### config.mk
export PLATFORM = sky130hd
export DESIGN_NAME = priv_irq_regfile
export DESIGN_NICKNAME = d
export VERILOG_FILES = /design/src/rtl/priv_irq_pkg.sv /design/src/rtl/priv_irq_decode.sv /design/src/rtl/priv_irq_bitbank.sv /design/src/rtl/priv_irq_prio_bank.sv /design/src/rtl/priv_irq_regfile.sv
export SDC_FILE = /design/constraint.sdc
export NUM_CORES = 1
export LEC_CHECK = 0
export BUFFER_PORTS_ARGS = -buffer_cell sky130_fd_sc_hd__buf_2
export CAP_MARGIN = 5
export CORE_UTILIZATION = 56
export DETAILED_ROUTE_END_ITERATION = 7
export PLACE_DENSITY = 0.79
export SLEW_MARGIN = 10
export SYNTH_ARGS = -nofsm -noshare
export SYNTH_HDL_FRONTEND = slang
export SYNTH_SLANG_ARGS = --single-unit
### constraint.sdc
create_clock -name clk -period 2.9 [get_ports clk]
set_input_delay 0.58 -clock clk [delete_from_list [all_inputs] [get_ports clk]]
set_output_delay 0.58 -clock clk [all_outputs]
set_load 0.01 [all_outputs]
### src/rtl/priv_irq_pkg.sv
package priv_irq_pkg;

  localparam int unsigned DATA_W = 32;
  localparam int unsigned PRIO_W = 8;
  localparam int unsigned OFFS_W = 8;

  localparam logic [OFFS_W-1:0] OFF_SLEEP  = 8'h00;
  localparam logic [OFFS_W-1:0] OFF_GROUP  = 8'h04;
  localparam logic [OFFS_W-1:0] OFF_EN_SET = 8'h08;
  localparam logic [OFFS_W-1:0] OFF_EN_CLR = 8'h0C;
  localparam logic [OFFS_W-1:0] OFF_PD_SET = 8'h10;
  localparam logic [OFFS_W-1:0] OFF_PD_CLR = 8'h14;
  localparam logic [OFFS_W-1:0] OFF_AC_SET = 8'h18;
  localparam logic [OFFS_W-1:0] OFF_AC_CLR = 8'h1C;
  localparam logic [OFFS_W-1:0] OFF_PRIO   = 8'h20;
  localparam logic [OFFS_W-1:0] OFF_CFG_LO = 8'h40;
  localparam logic [OFFS_W-1:0] OFF_CFG_HI = 8'h44;
  localparam logic [OFFS_W-1:0] OFF_GMOD   = 8'h48;
  localparam logic [OFFS_W-1:0] OFF_NSAC   = 8'h4C;

  typedef struct packed {
    logic sleep;
    logic group;
    logic en_set;
    logic en_clr;
    logic pd_set;
    logic pd_clr;
    logic ac_set;
    logic ac_clr;
    logic prio;
    logic cfg_lo;
    logic cfg_hi;
    logic gmod;
    logic nsac;
  } hit_t;

  // restricted view of a stored priority
  function automatic logic [PRIO_W-1:0] ns_prio_read(input logic [PRIO_W-1:0] p);
    return {p[PRIO_W-2:0], 1'b0};
  endfunction

  // stored value for a restricted priority write
  function automatic logic [PRIO_W-1:0] ns_prio_write(input logic [PRIO_W-1:0] v);
    return {1'b1, v[PRIO_W-1:1]};
  endfunction

  // place 16 flags into the odd bits of a word
  function automatic logic [DATA_W-1:0] spread_odd(input logic [DATA_W/2-1:0] h);
    logic [DATA_W-1:0] r;
    r = '0;
    for (int k = 0; k < DATA_W/2; k++) r[2*k+1] = h[k];
    return r;
  endfunction

  // collect the odd bits of a word
  function automatic logic [DATA_W/2-1:0] gather_odd(input logic [DATA_W-1:0] w);
    logic [DATA_W/2-1:0] r;
    for (int k = 0; k < DATA_W/2; k++) r[k] = w[2*k+1];
    return r;
  endfunction

endpackage

### src/rtl/priv_irq_decode.sv
module priv_irq_decode
  import priv_irq_pkg::*;
(
  input  logic [OFFS_W-1:0] addr,
  input  logic              size_word,
  output hit_t              hit
);

  localparam logic [OFFS_W-1:0] PRIO_SPAN_MASK = OFFS_W'(32 - 1);

  logic aligned;
  assign aligned = (addr[1:0] == 2'b00);

  always_comb begin
    hit = '0;
    if (size_word && aligned) begin
      case (addr)
        OFF_SLEEP:  hit.sleep  = 1'b1;
        OFF_GROUP:  hit.group  = 1'b1;
        OFF_EN_SET: hit.en_set = 1'b1;
        OFF_EN_CLR: hit.en_clr = 1'b1;
        OFF_PD_SET: hit.pd_set = 1'b1;
        OFF_PD_CLR: hit.pd_clr = 1'b1;
        OFF_AC_SET: hit.ac_set = 1'b1;
        OFF_AC_CLR: hit.ac_clr = 1'b1;
        OFF_CFG_LO: hit.cfg_lo = 1'b1;
        OFF_CFG_HI: hit.cfg_hi = 1'b1;
        OFF_GMOD:   hit.gmod   = 1'b1;
        OFF_NSAC:   hit.nsac   = 1'b1;
        default: ;
      endcase
    end
    if (((addr & ~PRIO_SPAN_MASK) == OFF_PRIO) && (!size_word || aligned))
      hit.prio = 1'b1;
  end

endmodule

### src/rtl/priv_irq_bitbank.sv
module priv_irq_bitbank #(
  parameter int unsigned WIDTH = 32
) (
  input  logic             clk,
  input  logic             rst_n,
  input  logic             set_we,
  input  logic             clr_we,
  input  logic [WIDTH-1:0] wmask,
  input  logic [WIDTH-1:0] hw_set,
  output logic [WIDTH-1:0] state
);

  logic [WIDTH-1:0] set_bits;
  logic [WIDTH-1:0] clr_bits;
  logic [WIDTH-1:0] next_state;

  assign set_bits   = set_we ? wmask : '0;
  assign clr_bits   = clr_we ? wmask : '0;
  // hardware events are applied after a software clear
  assign next_state = ((state | set_bits) & ~clr_bits) | hw_set;

  always_ff @(posedge clk or negedge rst_n) begin
    if (!rst_n) state <= '0;
    else        state <= next_state;
  end

endmodule

### src/rtl/priv_irq_prio_bank.sv
module priv_irq_prio_bank
  import priv_irq_pkg::*;
#(
  parameter int unsigned NUM = 32
) (
  input  logic                  clk,
  input  logic                  rst_n,
  input  logic                  wr_en,
  input  logic                  size_word,
  input  logic [$clog2(NUM)-1:0] idx,
  input  logic [DATA_W-1:0]     wdata,
  input  logic                  ns_restr,
  input  logic [NUM-1:0]        grp,
  output logic [DATA_W-1:0]     rd_word,
  output logic [NUM*PRIO_W-1:0] prio_flat
);

  localparam int unsigned IDX_W  = $clog2(NUM);
  localparam int unsigned LANES  = DATA_W / PRIO_W;
  localparam int unsigned LANE_W = $clog2(LANES);

  logic [PRIO_W-1:0] prio_q [NUM];
  logic [PRIO_W-1:0] view   [NUM];

  for (genvar i = 0; i < NUM; i++) begin : g_line
    localparam logic [IDX_W-1:0] ID = IDX_W'(i);
    logic              sel_i;
    logic              ok_i;
    logic [PRIO_W-1:0] in_i;

    assign sel_i = size_word ? (idx[IDX_W-1:LANE_W] == ID[IDX_W-1:LANE_W])
                             : (idx == ID);
    assign in_i  = size_word ? wdata[(i % LANES)*PRIO_W +: PRIO_W]
                             : wdata[PRIO_W-1:0];
    assign ok_i  = !ns_restr || grp[i];

    always_ff @(posedge clk or negedge rst_n) begin
      if (!rst_n)
        prio_q[i] <= '0;
      else if (wr_en && sel_i && ok_i)
        prio_q[i] <= ns_restr ? ns_prio_write(in_i) : in_i;
    end

    assign view[i] = !ns_restr ? prio_q[i]
                   : (grp[i] ? ns_prio_read(prio_q[i]) : '0);
    assign prio_flat[i*PRIO_W +: PRIO_W] = prio_q[i];
  end

  always_comb begin
    rd_word = '0;
    if (size_word) begin
      for (int l = 0; l < LANES; l++)
        rd_word[l*PRIO_W +: PRIO_W] = view[{idx[IDX_W-1:LANE_W], LANE_W'(l)}];
    end else begin
      rd_word[PRIO_W-1:0] = view[idx];
    end
  end

endmodule

### src/rtl/priv_irq_regfile.sv
module priv_irq_regfile
  import priv_irq_pkg::*;
#(
  parameter int unsigned NUM_IRQ = 32
) (
  input  logic                      clk,
  input  logic                      rst_n,
  input  logic                      sec_disable,
  input  logic                      bus_sel,
  input  logic                      bus_we,
  input  logic                      bus_size,
  input  logic [OFFS_W-1:0]         bus_addr,
  input  logic [DATA_W-1:0]         bus_wdata,
  input  logic                      bus_secure,
  output logic [DATA_W-1:0]         bus_rdata,
  input  logic [NUM_IRQ-1:0]        irq_level,
  output logic [NUM_IRQ-1:0]        en_vec,
  output logic [NUM_IRQ-1:0]        pend_vec,
  output logic [NUM_IRQ-1:0]        act_vec,
  output logic [NUM_IRQ*PRIO_W-1:0] prio_flat,
  output logic [NUM_IRQ-1:0]        edge_vec
);

  localparam int unsigned HALF  = NUM_IRQ / 2;
  localparam int unsigned IDX_W = $clog2(NUM_IRQ);

  hit_t                hit;
  logic                wr;
  logic                rd;
  logic                restr;     // non-secure access while security enabled
  logic                sec_only;  // secure access while security enabled
  logic [NUM_IRQ-1:0]  gmask;
  logic [NUM_IRQ-1:0]  wbits;
  logic [NUM_IRQ-1:0]  grp_q;
  logic [NUM_IRQ-1:0]  gmod_q;
  logic [DATA_W-1:0]   nsac_q;
  logic [HALF-1:0]     edge_hi_q;
  logic [NUM_IRQ-1:0]  edge_full;
  logic                sleep_q;
  logic [NUM_IRQ-1:0]  level_q;
  logic [NUM_IRQ-1:0]  rise;
  logic [NUM_IRQ-1:0]  en_q;
  logic [NUM_IRQ-1:0]  pd_q;
  logic [NUM_IRQ-1:0]  ac_q;
  logic [NUM_IRQ-1:0]  pend_view;
  logic [DATA_W-1:0]   prio_rd;
  logic [DATA_W-1:0]   rd_val;
  logic [DATA_W-1:0]   rdata_q;

  priv_irq_decode u_dec (
    .addr      (bus_addr),
    .size_word (bus_size),
    .hit       (hit)
  );

  assign wr       = bus_sel && bus_we;
  assign rd       = bus_sel && !bus_we;
  assign restr    = !sec_disable && !bus_secure;
  assign sec_only = !sec_disable && bus_secure;
  assign gmask    = restr ? grp_q : '1;
  assign wbits    = bus_wdata[NUM_IRQ-1:0] & gmask;

  assign edge_full = {edge_hi_q, {HALF{1'b1}}};
  assign rise      = irq_level & ~level_q & edge_full;

  priv_irq_bitbank #(.WIDTH(NUM_IRQ)) u_en (
    .clk    (clk),
    .rst_n  (rst_n),
    .set_we (wr && hit.en_set),
    .clr_we (wr && hit.en_clr),
    .wmask  (wbits),
    .hw_set ('0),
    .state  (en_q)
  );

  priv_irq_bitbank #(.WIDTH(NUM_IRQ)) u_pd (
    .clk    (clk),
    .rst_n  (rst_n),
    .set_we (wr && hit.pd_set),
    .clr_we (wr && hit.pd_clr),
    .wmask  (wbits),
    .hw_set (rise),
    .state  (pd_q)
  );

  priv_irq_bitbank #(.WIDTH(NUM_IRQ)) u_ac (
    .clk    (clk),
    .rst_n  (rst_n),
    .set_we (wr && hit.ac_set),
    .clr_we (wr && hit.ac_clr),
    .wmask  (wbits),
    .hw_set ('0),
    .state  (ac_q)
  );

  priv_irq_prio_bank #(.NUM(NUM_IRQ)) u_prio (
    .clk       (clk),
    .rst_n     (rst_n),
    .wr_en     (wr && hit.prio),
    .size_word (bus_size),
    .idx       (bus_addr[IDX_W-1:0]),
    .wdata     (bus_wdata),
    .ns_restr  (restr),
    .grp       (grp_q),
    .rd_word   (prio_rd),
    .prio_flat (prio_flat)
  );

  assign pend_view = pd_q | (~edge_full & irq_level);

  always_ff @(posedge clk or negedge rst_n) begin
    if (!rst_n) begin
      grp_q     <= '0;
      gmod_q    <= '0;
      nsac_q    <= '0;
      edge_hi_q <= '0;
      sleep_q   <= 1'b0;
      level_q   <= '0;
    end else begin
      level_q <= irq_level;
      if (wr && hit.group && !restr)
        grp_q <= bus_wdata[NUM_IRQ-1:0];
      if (wr && hit.gmod && sec_only)
        gmod_q <= bus_wdata[NUM_IRQ-1:0];
      if (wr && hit.nsac && sec_only)
        nsac_q <= bus_wdata;
      if (wr && hit.cfg_hi)
        edge_hi_q <= (edge_hi_q & ~gmask[NUM_IRQ-1:HALF])
                   | (gather_odd(bus_wdata) & gmask[NUM_IRQ-1:HALF]);
      if (wr && hit.sleep)
        sleep_q <= bus_wdata[0];
    end
  end

  always_comb begin
    rd_val = '0;
    if (hit.sleep)                   rd_val = {{(DATA_W-2){1'b0}}, sleep_q, sleep_q};
    if (hit.group)                   rd_val = restr ? '0 : grp_q;
    if (hit.en_set || hit.en_clr)    rd_val = en_q & gmask;
    if (hit.pd_set || hit.pd_clr)    rd_val = pend_view & gmask;
    if (hit.ac_set || hit.ac_clr)    rd_val = ac_q & gmask;
    if (hit.prio)                    rd_val = prio_rd;
    if (hit.cfg_lo)                  rd_val = spread_odd(edge_full[HALF-1:0] & gmask[HALF-1:0]);
    if (hit.cfg_hi)                  rd_val = spread_odd(edge_full[NUM_IRQ-1:HALF] & gmask[NUM_IRQ-1:HALF]);
    if (hit.gmod)                    rd_val = sec_only ? gmod_q : '0;
    if (hit.nsac)                    rd_val = sec_only ? nsac_q : '0;
  end

  always_ff @(posedge clk or negedge rst_n) begin
    if (!rst_n)  rdata_q <= '0;
    else if (rd) rdata_q <= rd_val;
  end

  assign bus_rdata = rdata_q;
  assign en_vec    = en_q;
  assign pend_vec  = pend_view;
  assign act_vec   = ac_q;
  assign edge_vec  = edge_full;

endmodule

==> Word level (Yosys, flattened, before mapping) <==
Cells that the tools add are included.
{ "op_classes": {"n_reduce_logical": 130, "n_eq_ne": 50, "mux": 155, "magnitude_cmp": 5, "bitwise": 30} }
{ "ops": {"columns": ["op", "count"], "rows": [
  ["$mux W8", 83],
  ["$mux W32", 19],
  ["$and A32 B32 Y32", 10],
  ["$bmux W8 S5", 5],
  ["$not A32 Y32", 5],
  ["$or A32 B32 Y32", 5],
  ["$logic_and A1 B1 Y1", 85],
  ["$eq A5 B5 Y1 const B", 16],
  ["$and A16 B16 Y16", 3],
  ["$mux W1", 45],
  ["$eq A5 B4 Y1 const B", 8],
  ["$logic_or A1 B1 Y1", 36],
  ["$eq A8 B5 Y1 const B", 4],
  ["$eq A8 B7 Y1 const B", 4],
  ["$ge A6 B6 Y1 const B", 5],
  ["$not A5 Y6", 5],
  ["$mux W24", 1],
  ["$eq A5 B3 Y1 const B", 4],
  ["$eq A8 B4 Y1 const B", 2],
  ["$not A16 Y16", 1],
  ["$or A16 B16 Y16", 1],
  ["$eq A3 B3 Y1 const B", 4],
  ["$eq A5 B2 Y1 const B", 2],
  ["$eq A8 B3 Y1 const B", 1],
  ["other kinds (10)", 16]
]} }
{ "word_totals": {"ff_bits": 529, "in_bits": 79, "word_cells": 412} }

==> Longest topological paths before layout <==
{ "depth": {"depth_word": 13, "depth_mapped": 12, "ltp_nobuf": 7} }

==> By module <==
From an unflattened synthesis, not the netlist that was laid out.
{ "unflattened": {"hier_cells": 3194, "area_unflattened_um2": 30625.6} }
{ "modules_own_cells": {"columns": ["mod", "cells_each", "area_per_inst_um2", "instances"], "rows": [
  ["priv_irq_prio_bank", 1789, 16534.6, 1],
  ["priv_irq_regfile", 981, 9679.3, 1],
  ["priv_irq_bitbank", 134, 1407.6, 3],
  ["priv_irq_decode", 22, 188.9, 1]
]} }

==> Least setup slack after synthesis <==
No wires, ideal clock.
{ "synth_path": {"path_type": "input to register", "startpoint": "input bus_addr[2]", "endpoint": "register u_prio.prio_q (netlist bit u_prio.prio_flat[137])", "t_arrival_ps": 2398, "n_path_buf": 4, "path_stages": 8, "t_required_ps": 2775, "slack_ps": 377, "setup_ps": 125, "cell_sequence": "buf_4 -> buf_4 -> buf_4 -> nor2_2 -> buf_2 -> nand2_1 -> nor3_2 -> mux2_2"} }
{ "synth_via": {"elab_chain_len": 4} }
{ "synth_rtl": {"columns": ["item", "line_no", "source"], "rows": [
  ["start, declared", "priv_irq_regfile.sv:12", "input logic [OFFS_W-1:0] bus_addr,"],
  ["$eq A5 B5 Y1 or $eq A3 B3 Y1 (tied branches)", "priv_irq_prio_bank.sv:32, priv_irq_prio_bank.sv:31", null],
  ["$mux W1 (*)", "priv_irq_prio_bank.sv:31", "assign sel_i = size_word ? (idx[IDX_W-1:LANE_W] == ID[IDX_W-1:LANE_W])"],
  ["$logic_and A1 B1 Y1 (*) (2 in series)", "priv_irq_prio_bank.sv:40", "else if (wr_en && sel_i && ok_i)"],
  ["end signal, assigned by index", "priv_irq_prio_bank.sv:41", "prio_q[i] <= ns_restr ? ns_prio_write(in_i) : in_i;"],
  ["end, declared", "priv_irq_prio_bank.sv:22", "logic [PRIO_W-1:0] prio_q [NUM];"]
]} }
Every way passes the cells marked *; elsewhere a longest branch is shown, timed or not.
A chain may end at the register's enable or synchronous reset.

==> Final worst setup path <==
{ "layout_path": {"startpoint": "register grp_q[0]", "endpoint": "register rdata_q[0] (netlist: bus_rdata[0])"} }
{ "layout_via": {"elab_chain_len": 10} }
{ "layout_rtl": {"columns": ["item", "line_no", "source"], "rows": [
  ["start, declared", "priv_irq_regfile.sv:34", "logic [NUM_IRQ-1:0] grp_q;"],
  ["start signal, assigned", "priv_irq_regfile.sv:122", "grp_q <= bus_wdata[NUM_IRQ-1:0];"],
  ["$mux W32, on equally long branches", "priv_irq_regfile.sv:138, priv_irq_regfile.sv:60", null],
  ["$mux W32 or $and A32 B32 Y32 (tied branches)", "priv_irq_regfile.sv:138, priv_irq_regfile.sv:139", null],
  ["$mux W32", "priv_irq_regfile.sv:139", "if (hit.en_set || hit.en_clr) rd_val = en_q & gmask;"],
  ["$mux W32", "priv_irq_regfile.sv:140", "if (hit.pd_set || hit.pd_clr) rd_val = pend_view & gmask;"],
  ["$mux W32 (*)", "priv_irq_regfile.sv:141", "if (hit.ac_set || hit.ac_clr) rd_val = ac_q & gmask;"],
  ["$mux W32 (*)", "priv_irq_regfile.sv:142", "if (hit.prio) rd_val = prio_rd;"],
  ["$mux W32 (*)", "priv_irq_regfile.sv:143", "if (hit.cfg_lo) rd_val = spread_odd(edge_full[HALF-1:0] & gmask[HALF-1:0]);"],
  ["$mux W32 (*)", "priv_irq_regfile.sv:144", "if (hit.cfg_hi) rd_val = spread_odd(edge_full[NUM_IRQ-1:HALF] & gmask[NUM_IRQ-1:HALF]);"],
  ["$mux W32 (*)", "priv_irq_regfile.sv:145", "if (hit.gmod) rd_val = sec_only ? gmod_q : '0;"],
  ["$mux W32 (*)", "priv_irq_regfile.sv:146", "if (hit.nsac) rd_val = sec_only ? nsac_q : '0;"],
  ["end signal, assigned", "priv_irq_regfile.sv:151", "else if (rd) rdata_q <= rd_val;"],
  ["end, declared", "priv_irq_regfile.sv:48", "logic [DATA_W-1:0] rdata_q;"]
]} }
Marks and branches as above.

==> metrics.md <==
| Metric | Value |
|---|---|
| Status | finished, violations left |
| Violated checks | design-rule violations |
| Num CTS Buffers | 55 |
| Placement Setup Slack | -0.637 ns |
| Avg Cell Area, Syn | 9.88 um2 |
| R2R Setup Slk | between 0.09 and 0.1 ns |
| CTS root buffer | clkbuf_16 |
| Worst-margin pin slew | 1.14 ns |
| Nets | 3789 |
| Yosys warns | 0 |
| Crit-path cells | buf_4 > or3_1 > a32oi_1 > nand2_1 > a2111oi_0 > buf_4 > a21boi_0 > a311oi_1 |
| RSZ-0062 raised after global routing | no |
| Worst path max stage delay | ~0.64 ns |
| ANT nets after route | 0 |
| Buffer depth of the longest clock path | 3 |
| Post-Route WL | between 150 and 200 mm |
| Sequential cell area fraction in the yosys report | 44.9% |
| Max-slew violations | 0 |
| Main synth FF type | dfrtp_1 |
| Post-Route Skew | ~0.046 ns |
| Core Area | 0.0516 mm2 |
| FP Rows | 83 |
| Vias/cell | 7.30 |
| Max-Cap Viols | 0 |
| Seq cells post-synth | 529 |
| Post-synth EDFFs | 0 |
| Worst setup margin | 0.0939 ns |
| Initial antenna violation count | 7 |
| Boundary pin count | 495 |
| Vias in the first global route | 31540 |
| WHS Endpoint | level_q[8] |
| Most common cell after layout, fill and taps aside | dfrtp_1 |
| Worst Hold Class | input pin to register |
| Yosys cell types | roughly 90 |
| Worst Path Max Fanout | 9 |
| Final setup vio count | 0 |
| Crit Path Category | register to register |
| Peak Freq | 356 MHz |
| Reg area | approximately 0.013 mm2 |
| Die W | 231 um |
| First-pass GRT wire length | 215 mm |
| # clock sinks | 529 |
| FF-to-FF path depth | 8 |
| Gr usage total | 55.7% |
| Final-report hold violation count | 0 |
| Layout Area Growth over Synthesis | 27.1% |
| Cell area after synthesis | 0.0295 mm2 |
| Cell Pwr Density | between 400 and 500 mW/mm2 |
| Max-slew headroom | a little under a quarter |
| Leakage | 18.0 nW |
| Layout cells sized above 1 | around 37% |
| Die height | 231 um |
| H-tree levels | 2 |
| Worst R2R Start | grp_q[0] |
| Clk_lat worst skew | ~0.67 ns |
| Most frequent cells in the layout | dfrtp_1 (529), buf_2 (475), buf_4 (391) |
| Reg2reg end | bus_rdata[0] |
| Period utilization | 96.8% |
| HPWL Detailed | 113 mm |
| Placer congestion estimate | 1.08 |
| Grt total ovfl | 0 |
| Post-Place Cells | around 4300 |
| Drc violations | 9 |
| Multi-input logic area | roughly 0.015 mm2 |
| Hold Slack | 0.0412 ns |
| # fillers | 3554 |
| First DRT Iteration DRCs | 5404 |
| CTS tree | done |
| Finished Layout Cells | 4439 |
| Vias | 32404 |
| Overall Power | 18.5 mW |
| Worst EP arrival | approximately 3.3 ns |
| Critical path required time | 3.41 ns |
| Largest net degree at the start of global routing | 76 |
| Total negative slack | 0 ns |
| Clk pin slew, worst setup/hold paths | 0.07 ns |
| Fin crit period | between 2 and 3 ns |
| Die area | 0.0535 mm2 |
| Wire per inst | 34.1 um |
| Hold Crit Start | irq_level[8] |
| Top cell by count, worst path | buf_4 |
| Async S/R FF share, synth | 100% |
| CP max stage cell | a2111oi_0 |
| Mapped Cells | 2982 |
| Placed Area | 0.0355 mm2 |
| Drt pass-1 iters | 8 |
| Worst vdd ir | 0.521 mV |
| Hold path cells | 1 |
| Post-route cell area | ~0.037 mm2 |
| Port Buffers | around 480 |
| CP endpoint kind | register |
| Final core occ | 72.5% |
| Initial Utilization | 57.1% |
| Critical Path Source Type | register |
-- critical path: cells and delay by family, from the launching register on --
family                 cells  cell delay (ns)
flip-flops                 1             0.47
AND/OR/NAND/NOR            2             0.57
buffers and inverters      2             0.50
AO/OA/AOI/OAI              4             1.12
-- synth_stat cells, drive strengths merged (28+ instances only) --
cell type | n | area, um2
dfrtp | 529 | 13200
a21oi | 340 | 1700
nand2 | 336 | 1260
mux2 | 263 | 2960
o21ai | 201 | 1010
nor2 | 159 | 624
buf | 140 | 827
clkbuf | 124 | 467
a31oi | 103 | 644
mux4 | 67 | 1510
o21a | 64 | 480
inv | 54 | 203
nand3 | 53 | 270
nor3 | 46 | 348
o22ai | 44 | 275
nor2b | 42 | 263
and2 | 38 | 238
a221oi | 34 | 304
nor3b | 30 | 230
o211ai | 28 | 215
-- kinds of logic (layout without fill, tap and decap cells) --
family / after synthesis / in the layout / synth area share (%)
AO/OA/AOI/OAI: 989 / 989 / 20.8
buffers and inverters: 320 / 1078 / 5.11
flip-flops: 529 / 529 / 44.9
multiplexers: 354 / 354 / 16.0
other: 1 / 20 / 0.0127
AND/OR/NAND/NOR: 789 / 789 / 13.1
-- metal layers --
| metal | up-vias | GRT usage [%] | wire [um] |
|---|---|---|---|
| li1 | 12459 | - | - |
| met1 | 15561 | 69.1 | 50900 |
| met2 | 3422 | 81.8 | 64000 |
| met3 | 956 | 19.8 | 23300 |
| met4 | 6 | 37.3 | 13000 |
| met5 | - | 0 | 37 |
-- cell type report --
class | instances | area share (%)
multi-input cells | 2148 | 39.6
flip-flops and latches | 529 | 35.4
repair buffers | 920 | 17.0
clock buffers | 74 | 4.22
well taps | 680 | 2.27
clock inverters | 28 | 0.963
inverters | 56 | 0.562
diodes | 4 | 0.0267
-- power breakdown --
group | total, mW | switching, mW | internal (mW)
Combinational | 2.81 | 1.81 | 1.00
Clock | 7.66 | 3.27 | 4.39
Sequential | 7.98 | 0.351 | 7.63
Total | 18.5 | 5.43 | 13.0
-- worst max path at each step --
stage | startpoint | endpoint | cells past startpoint
final | grp_q[0] | bus_rdata[0] | 8
after global routing | grp_q[0] | bus_rdata[0] | 8
after CTS | bus_addr[0] | bus_rdata[5] | 9
after detailed placement | bus_addr[0] | bus_rdata[5] | 9
after global placement | bus_addr[0] | bus_rdata[5] | 9
after floorplan | bus_addr[2] | u_prio.prio_flat[137] | 8
-- timing repair --
item,CTS,global route
hold buffers,1,0
setup endpoints to repair,0,2
gates resized for setup,0,1
buffers inserted,0,1
hold endpoints to repair,44,0
-- flip-flops by register name, summed over array words and instances (netlist names), named ones only --
signal            flops
bus_rdata            32
gmod_q               32
grp_q                32
level_q              32
nsac_q               32
sleep_q               1
u_ac.state           32
u_en.state           32
u_pd.state           32
u_prio.prio_flat    256
(Power assumes the default switching activity.)
